--- src/rtl/lane_disp_pkg.sv ---
package lane_disp_pkg;

  typedef enum logic [1:0] {
    LOP_FTZ = 2'd0,
    LOP_NEG = 2'd1,
    LOP_ABS = 2'd2
  } lane_op_e;

  localparam int unsigned ELEM_W    = 64;
  localparam int unsigned EXP_MSB   = 62;
  localparam int unsigned EXP_LSB   = 52;
  localparam int unsigned QUIET_BIT = 51;

  function automatic logic fp_is_nan(input logic [ELEM_W-1:0] v);
    return (&v[EXP_MSB:EXP_LSB]) && (|v[EXP_LSB-1:0]);
  endfunction

  function automatic logic fp_is_snan(input logic [ELEM_W-1:0] v);
    return fp_is_nan(v) && !v[QUIET_BIT];
  endfunction

  function automatic logic fp_is_sub(input logic [ELEM_W-1:0] v);
    return !(|v[EXP_MSB:EXP_LSB]) && (|v[EXP_LSB-1:0]);
  endfunction

endpackage

--- src/rtl/lane_rst_sync.sv ---
module lane_rst_sync (
  input  logic clk,
  input  logic rst_n,
  output logic rst_s
);
  logic [1:0] sync_q;

  always_ff @(posedge clk or negedge rst_n) begin
    if (!rst_n) sync_q <= 2'b00;
    else        sync_q <= {sync_q[0], 1'b1};
  end

  assign rst_s = sync_q[1];
endmodule

--- src/rtl/lane_src_sel.sv ---
module lane_src_sel #(
  parameter int unsigned LANES = 8,
  parameter int unsigned EW    = 64,
  localparam int unsigned VW   = LANES * EW
) (
  input  logic          bcast_eff,
  input  logic [VW-1:0] src,
  output logic [VW-1:0] lane_src
);
  for (genvar j = 0; j < LANES; j++) begin : g_sel
    if (j == 0) begin : g_first
      assign lane_src[EW-1:0] = src[EW-1:0];
    end else begin : g_rest
      assign lane_src[j*EW +: EW] = bcast_eff ? src[EW-1:0] : src[j*EW +: EW];
    end
  end
endmodule

--- src/rtl/lane_scalar.sv ---
module lane_scalar
  import lane_disp_pkg::*;
#(
  parameter lane_op_e OP = LOP_FTZ
) (
  input  logic [ELEM_W-1:0] a,
  output logic [ELEM_W-1:0] res,
  output logic              inv,
  output logic              inx
);
  logic is_nan;
  logic is_snan;
  logic is_sub;
  logic [ELEM_W-1:0] quiet_v;

  always_comb begin
    is_nan  = fp_is_nan(a);
    is_snan = fp_is_snan(a);
    is_sub  = fp_is_sub(a);
    quiet_v = a;
    quiet_v[QUIET_BIT] = 1'b1;
  end

  if (OP == LOP_NEG) begin : g_neg
    always_comb begin
      res = is_nan ? quiet_v : {~a[ELEM_W-1], a[ELEM_W-2:0]};
      inv = is_snan;
      inx = 1'b0;
    end
  end else if (OP == LOP_ABS) begin : g_abs
    always_comb begin
      res = is_nan ? quiet_v : {1'b0, a[ELEM_W-2:0]};
      inv = is_snan;
      inx = 1'b0;
    end
  end else begin : g_ftz
    always_comb begin
      if (is_nan)      res = quiet_v;
      else if (is_sub) res = {a[ELEM_W-1], {(ELEM_W-1){1'b0}}};
      else             res = a;
      inv = is_snan;
      inx = is_sub;
    end
  end
endmodule

--- src/rtl/lane_compose.sv ---
module lane_compose #(
  parameter int unsigned LANES = 8,
  parameter int unsigned EW    = 64,
  localparam int unsigned VW   = LANES * EW
) (
  input  logic [VW-1:0]    lane_res,
  input  logic [VW-1:0]    old_dst,
  input  logic [LANES-1:0] lane_on,
  input  logic [LANES-1:0] lane_cmp,
  input  logic             zero_mode,
  output logic [VW-1:0]    dst
);
  for (genvar j = 0; j < LANES; j++) begin : g_lane
    always_comb begin
      if (!lane_on[j])      dst[j*EW +: EW] = '0;
      else if (lane_cmp[j]) dst[j*EW +: EW] = lane_res[j*EW +: EW];
      else if (zero_mode)   dst[j*EW +: EW] = '0;
      else                  dst[j*EW +: EW] = old_dst[j*EW +: EW];
    end
  end
endmodule

--- src/rtl/lane_dispatch.sv ---
module lane_dispatch
  import lane_disp_pkg::*;
#(
  parameter int unsigned MAX_LANES = 8,
  parameter lane_op_e    LANE_OP   = LOP_FTZ,
  localparam int unsigned EW       = ELEM_W,
  localparam int unsigned VW       = MAX_LANES * EW,
  localparam int unsigned CNT_W    = $clog2(MAX_LANES + 1)
) (
  input  logic                 clk,
  input  logic                 rst_n,
  input  logic                 valid_i,
  input  logic [VW-1:0]        src_i,
  input  logic [VW-1:0]        old_dst_i,
  input  logic [MAX_LANES-1:0] mask_i,
  input  logic                 mask_en_i,
  input  logic                 zero_mode_i,
  input  logic                 bcast_i,
  input  logic                 src_mem_i,
  input  logic [1:0]           vlen_i,
  input  logic [3:0]           spec_i,
  output logic                 res_vld_o,
  output logic                 res_we_o,
  output logic                 res_undef_o,
  output logic [VW-1:0]        dst_o,
  output logic                 invalid_o,
  output logic                 inexact_o
);
  logic rst_s;

  lane_rst_sync i_rst (.clk(clk), .rst_n(rst_n), .rst_s(rst_s));

  // request decode
  logic [CNT_W-1:0]     n_act;
  logic                 undef;
  logic [MAX_LANES-1:0] lane_on;
  logic [MAX_LANES-1:0] lane_cmp;
  logic                 bcast_eff;

  always_comb begin
    undef = (spec_i != 4'b1111) || (vlen_i == 2'd3);
    n_act = undef ? '0 : (CNT_W'(2) << vlen_i);
    for (int j = 0; j < MAX_LANES; j++) begin
      lane_on[j] = (CNT_W'(j) < n_act);
    end
    lane_cmp  = lane_on & (mask_en_i ? mask_i : {MAX_LANES{1'b1}});
    bcast_eff = bcast_i && src_mem_i;
  end

  // lane datapath
  logic [VW-1:0]        lane_src;
  logic [VW-1:0]        lane_res;
  logic [MAX_LANES-1:0] lane_inv;
  logic [MAX_LANES-1:0] lane_inx;
  logic [VW-1:0]        dst_comb;

  lane_src_sel #(.LANES(MAX_LANES), .EW(EW)) i_sel (
    .bcast_eff (bcast_eff),
    .src       (src_i),
    .lane_src  (lane_src)
  );

  for (genvar j = 0; j < MAX_LANES; j++) begin : g_unit
    lane_scalar #(.OP(LANE_OP)) i_unit (
      .a   (lane_src[j*EW +: EW]),
      .res (lane_res[j*EW +: EW]),
      .inv (lane_inv[j]),
      .inx (lane_inx[j])
    );
  end

  lane_compose #(.LANES(MAX_LANES), .EW(EW)) i_cmp (
    .lane_res  (lane_res),
    .old_dst   (old_dst_i),
    .lane_on   (lane_on),
    .lane_cmp  (lane_cmp),
    .zero_mode (zero_mode_i),
    .dst       (dst_comb)
  );

  // next state
  logic                 vld_d, we_d, undef_d, inv_d, inx_d;
  logic                 dst_ce, flag_ce;
  logic [CNT_W-1:0]     act_q;
  logic [MAX_LANES-1:0] cmp_q;
  logic                 zero_q;

  always_comb begin
    vld_d   = valid_i;
    we_d    = valid_i && !undef;
    undef_d = valid_i && undef;
    dst_ce  = valid_i && !undef;
    flag_ce = valid_i;
    inv_d   = !undef && (|(lane_inv & lane_cmp));
    inx_d   = !undef && (|(lane_inx & lane_cmp));
  end

  // registers
  always_ff @(posedge clk or negedge rst_s) begin
    if (!rst_s) begin
      res_vld_o   <= 1'b0;
      res_we_o    <= 1'b0;
      res_undef_o <= 1'b0;
    end else begin
      res_vld_o   <= vld_d;
      res_we_o    <= we_d;
      res_undef_o <= undef_d;
    end
  end

  always_ff @(posedge clk or negedge rst_s) begin
    if (!rst_s) begin
      invalid_o <= 1'b0;
      inexact_o <= 1'b0;
    end else if (flag_ce) begin
      invalid_o <= inv_d;
      inexact_o <= inx_d;
    end
  end

  always_ff @(posedge clk or negedge rst_s) begin
    if (!rst_s) begin
      dst_o  <= '0;
      act_q  <= '0;
      cmp_q  <= '0;
      zero_q <= 1'b0;
    end else if (dst_ce) begin
      dst_o  <= dst_comb;
      act_q  <= n_act;
      cmp_q  <= lane_cmp;
      zero_q <= zero_mode_i;
    end
  end

  // assertions
  AST_RESULT_NEXT: assert property (@(posedge clk) disable iff (!rst_s)
    valid_i |=> res_vld_o);

  AST_DST_HOLD: assert property (@(posedge clk) disable iff (!rst_s)
    !res_vld_o |-> $stable(dst_o));

  AST_UNDEF_NO_WE: assert property (@(posedge clk) disable iff (!rst_s)
    res_undef_o |-> !res_we_o);

  AST_UNDEF_QUIET: assert property (@(posedge clk) disable iff (!rst_s)
    (res_vld_o && !res_we_o) |-> (!invalid_o && !inexact_o));

  for (genvar j = 0; j < MAX_LANES; j++) begin : g_chk
    AST_UPPER_ZERO: assert property (@(posedge clk) disable iff (!rst_s)
      (res_we_o && (CNT_W'(j) >= act_q)) |-> (dst_o[j*EW +: EW] == '0));

    AST_ZERO_MASKED: assert property (@(posedge clk) disable iff (!rst_s)
      (res_we_o && zero_q && !cmp_q[j]) |-> (dst_o[j*EW +: EW] == '0));
  end
endmodule

--- config.mk ---
export PLATFORM = sky130hd
export DESIGN_NAME = lane_dispatch
export DESIGN_NICKNAME = d
export VERILOG_FILES = /design/src/rtl/lane_disp_pkg.sv /design/src/rtl/lane_rst_sync.sv /design/src/rtl/lane_src_sel.sv /design/src/rtl/lane_scalar.sv /design/src/rtl/lane_compose.sv /design/src/rtl/lane_dispatch.sv
export SDC_FILE = /design/constraint.sdc
export NUM_CORES = 2
export LEC_CHECK = 0
export CORE_AREA = 2 2 610 612
export CTS_BUF_LIST = sky130_fd_sc_hd__clkbuf_2
export CTS_CLUSTER_SIZE = 25
export DETAILED_ROUTE_END_ITERATION = 7
export DIE_AREA = 0 0 612 614
export PLACE_DENSITY = 0.3
export SETUP_SLACK_MARGIN = 0.4
export SYNTH_ARGS = -nofsm -noshare
export SYNTH_HDL_FRONTEND = slang
export SYNTH_SLANG_ARGS = --single-unit
--- constraint.sdc ---
create_clock -name clk -period 48.3 [get_ports clk]
set_clock_uncertainty 0.1 [all_clocks]
set_input_delay 7.245 -clock clk [delete_from_list [all_inputs] [get_ports clk]]
set_output_delay 7.245 -clock clk [all_outputs]
set_load 0.02 [all_outputs]
==> impl_summary.md <==
Synthesis
The number of flops mapped to enable cells by yosys is 0. Among all flip-flop cells after synthesis, the most frequent one is dfrtp_1. The total standard cell area after synthesis is 31700 sq um. For this run, the number of Yosys warnings is 0. Synthesis inferred 519 register bits.

Counting flops with an async set or reset pin after synthesis yields a share of 100%. The sequential-to-total area share from yosys stat is 41.0%. The number of nets handed over by synthesis was 4818.

The number of cells produced by synthesis is 3773. After synthesis, the netlist uses 65 different library cells. Dividing the synthesized area by the synthesized cell count gives 8.39 sq um.

Clock network
The longest clock path from root to sink contains 4 buffers. Post-CTS timing repair inserted 0 buffers for setup. TritonCTS built the clock tree. After clock tree synthesis, the repair step resized 0 gates.

The number of buffers inserted during clock tree synthesis is 183. The quantity of hold-fixing buffers added after cts is 0. The H-tree was split into 4 levels. After clock tree synthesis, the clock-pin slew on the worst setup and hold paths is 0.10 ns. The clock tree root driver cell is clkbuf_2. The clock net sink count is 519. At the later pin of the worst-skew pair, clock insertion delay measures 1.89 ns.

Place
Input and output buffers added on the ports amount to 1561. At the end of routability-driven placement, the weighted congestion stood at 0.880. The cell total after placement is 10003. The HPWL reported at the end of detailed placement is 365000 um.

The total placed instance area is 53200 sq um.

Pwr
The sequential share of power is 33.5%. The proportion of power drawn by combinational gates is 41.3%. The design draws 1.72 mW. The switching power of the nets is 0.746 mW.

The maximum vdd ir drop is 0.0000139 V. Cell internal power was estimated by the tool at 0.970 mW. The switching fraction of total power is 43.5%. Of the total power, the clock network draws 25.2%.

The cell area power density is 31.2 nW/um^2. The total leakage power is 20.2 nW.

Worst hold path
The type of the tightest min-delay check is reg2async.

Setup path
The worst flop-to-flop path endpoint is dst_o[17]$_DFFE_PN0P_. The kind of critical path is in2reg. The critical path arrival is 12.49 ns.

The worst setup path is launched from an input pin. The highest net fanout along the worst path is 141. The worst register-to-register path begins at i_rst.sync_q[1]$_DFF_PN0_. The data required time of the critical path is 49.76 ns. The endpoint type of the worst setup path is a register. The depth of the worst register-to-register path is 4. The worst register-to-register path has a setup slack of 44.67 ns.

Floorplanning
The die covers 376000 sq um. The die extent in x is 612 um. Measured along the y axis, the die boundary spans 614 um. 1562 I/O pins were placed. The floorplan has 224 rows. The starting density of the core is 8.55%. The total area inside the core boundary comes to 370000 sq um.

Timing
The final period utilization is 22.8%. The final critical delay including setup and external delays is 11.03 ns. Setup repair after global routing left no endpoint under its margin. The final number of max-transition violations was 0. The number of setup violations in the final report is 0. The final hold violation count came to 0. For the pin with the worst max-slew slack, the measured transition is 1.46 ns.

Timing would allow up to 0.0907 GHz. The worst hold margin is 0.110 ns. The relative max-transition margin is 1.62%. Adding up every negative setup slack in the final design gives 0 ns.

Final layout
The finished cells cover 55000 sq um. Of the cells placed in the final design, the portion with a size suffix greater than 1 is 10.4%. The top cell types in the final layout, fill and taps aside, are 1557 x clkdlybuf4s50_1, 540 x a21oi_1, 518 x dfrtp_1. The library cell used most frequently in the layout, excluding fill and tap cells, is clkdlybuf4s50_1. The number of nets in the finished design is 6261. Excluding fillers, the count of instances in the completed layout stands at 10417.

The relative area change from synthesis to final layout is 73.9%.

Routing
The detail route stage leaves a number of antenna-violating nets equal to 0. The first routing iteration left 4124 violations. The length of the first detailed-routing pass in iterations is 5. The DRC violations left is 0.

Using the TritonRoute via totals, the vias-per-cell ratio works out to 4.10. The detailed-route wire length per cell is 42.9 um. For this block, the routed nets add up to 447000 um of wire. The final route contains 42753 vias.

Global routing
The via count of the first global-routing pass is 43038. For this run, the total global-route usage over all layers was measured as 22.8%. The pin count of the biggest net entering global routing is 141. The number of antenna violations at the first check in global routing is 278. The total grt overflow is 0. The first global-routing pass estimated 544000 um of wire.

Run status
The run finished, with violations left. The checks that failed: capacitance limit.

Job
The max-cap violation count is 1.
==> routing by layer <==
layer | share of wire (%) | GRT usage [%] | vias to the layer above
li1 | - | - | 17382
met1 | 40 | 27.3 | 22198
met2 | 50 | 40.1 | 2404
met3 | 6.2 | 4.93 | 661
met4 | 3.8 | 7.56 | 108
met5 | 0.15 | 0 | -
==> layout make-up <==
class	instances	area (sq um)
antenna	101	253
clock buffer	263	1320
clock inverter	50	267
fill	42329	315000
inverter	182	691
multi-input combinational	2620	16500
sequential	519	13000
tap	4972	6220
timing repair buffer	1710	16800
==> metrics by stage <==
step	util (%)	setup slack (ns)
CTS	14.8	37.46
floorplan	-	32.66
finish	14.9	37.27
detailed placement	14.4	35.75
global route	14.8	37.59
global placement	14.4	35.06
==> logic make-up (layout without fill, tap and decap cells) <==
group,Yosys count,after routing,synth area share (%)
compound gates,1899,1899,39.2
xor+xnor,1,1,0.0277
buf+inv,634,2205,8.07
flops,519,519,41.0
mux,2,2,0.0632
other cells,1,102,0.0118
simple gates,717,717,11.6
==> state kept, by name, summed over array words and instances (netlist names) <==
register and flops:
inexact_o 1, invalid_o 1, res_we_o 1, res_undef_o 1, dst_o 512, i_rst.sync_q 2, res_vld_o 1
==> power groups by stage <==
| stage | Sequential, mW | Combinational (mW) | Clock (mW) |
|---|---|---|---|
| 2_1_floorplan | 0.680 | 0.137 | 0 |
| 3_3_place_gp | 0.582 | 0.722 | 0 |
| 3_5_place_dp | 0.583 | 0.718 | 0 |
| 4_1_cts | 0.576 | 0.722 | 0.458 |
| 5_1_grt | 0.585 | 0.734 | 0.474 |
| 6_report | 0.575 | 0.709 | 0.433 |
==> how the worst max path moves through the flow <==
stage / from / to / slack (ns) / depth (start not counted)
final: bcast_i / dst_o[435]$_DFFE_PN0P_ / 37.27 / 11
after global routing: res_vld_o$_DFF_PN0_ / res_vld_o / 37.59 / 1
after CTS: dst_o[141]$_DFFE_PN0P_ / dst_o[141] / 37.46 / 1
after detailed placement: bcast_i / dst_o[435]$_DFFE_PN0P_ / 35.75 / 11
after global placement: bcast_i / dst_o[435]$_DFFE_PN0P_ / 35.06 / 11
after floorplan: i_rst.sync_q[1]$_DFF_PN0_ / dst_o[0]$_DFFE_PN0P_ / 32.66 / 0
==> cell usage after synthesis (all sizes together), types with 3 or more instances <==
master | number | area, sq um
clkbuf | 378 | 1420
a211oi | 14 | 105
nand3 | 73 | 365
and4 | 8 | 71.3
a2111oi | 7 | 80.1
o41ai | 3 | 26.3
a31oi | 41 | 257
a22oi | 15 | 113
a41oi | 3 | 26.3
nand2 | 158 | 593
a21oi | 546 | 2750
a22o | 90 | 788
nor2b | 8 | 50.1
and2 | 4 | 25.0
o22ai | 5 | 31.3
nand4 | 32 | 200
a221oi | 53 | 464
nor4b | 4 | 41.3
or3 | 8 | 50.1
o211ai | 4 | 30.0
buf | 74 | 450
inv | 182 | 683
nand2b | 4 | 25.0
nor3b | 13 | 97.6
nor4 | 95 | 594
dfrtp | 519 | 13000
a21o | 163 | 1220
and4bb | 7 | 87.6
and3 | 73 | 457
o31ai | 10 | 75.1
a32o | 337 | 3370
nor3 | 19 | 95.1
nor2 | 185 | 697
or4 | 17 | 131
o21ai | 598 | 2990
==> critical path: stages <==
cell and delay (ns):
buf_2 0.14, buf_4 0.31, nand2_4 0.44, buf_4 0.48
buf_12 0.49, nand3_1 0.44, a211oi_1 0.98, o21a_2 0.31
buf_4 0.54, o211ai_1 0.42, a32o_1 0.37
No activity file was read; power rests on OpenSTA's default activity.
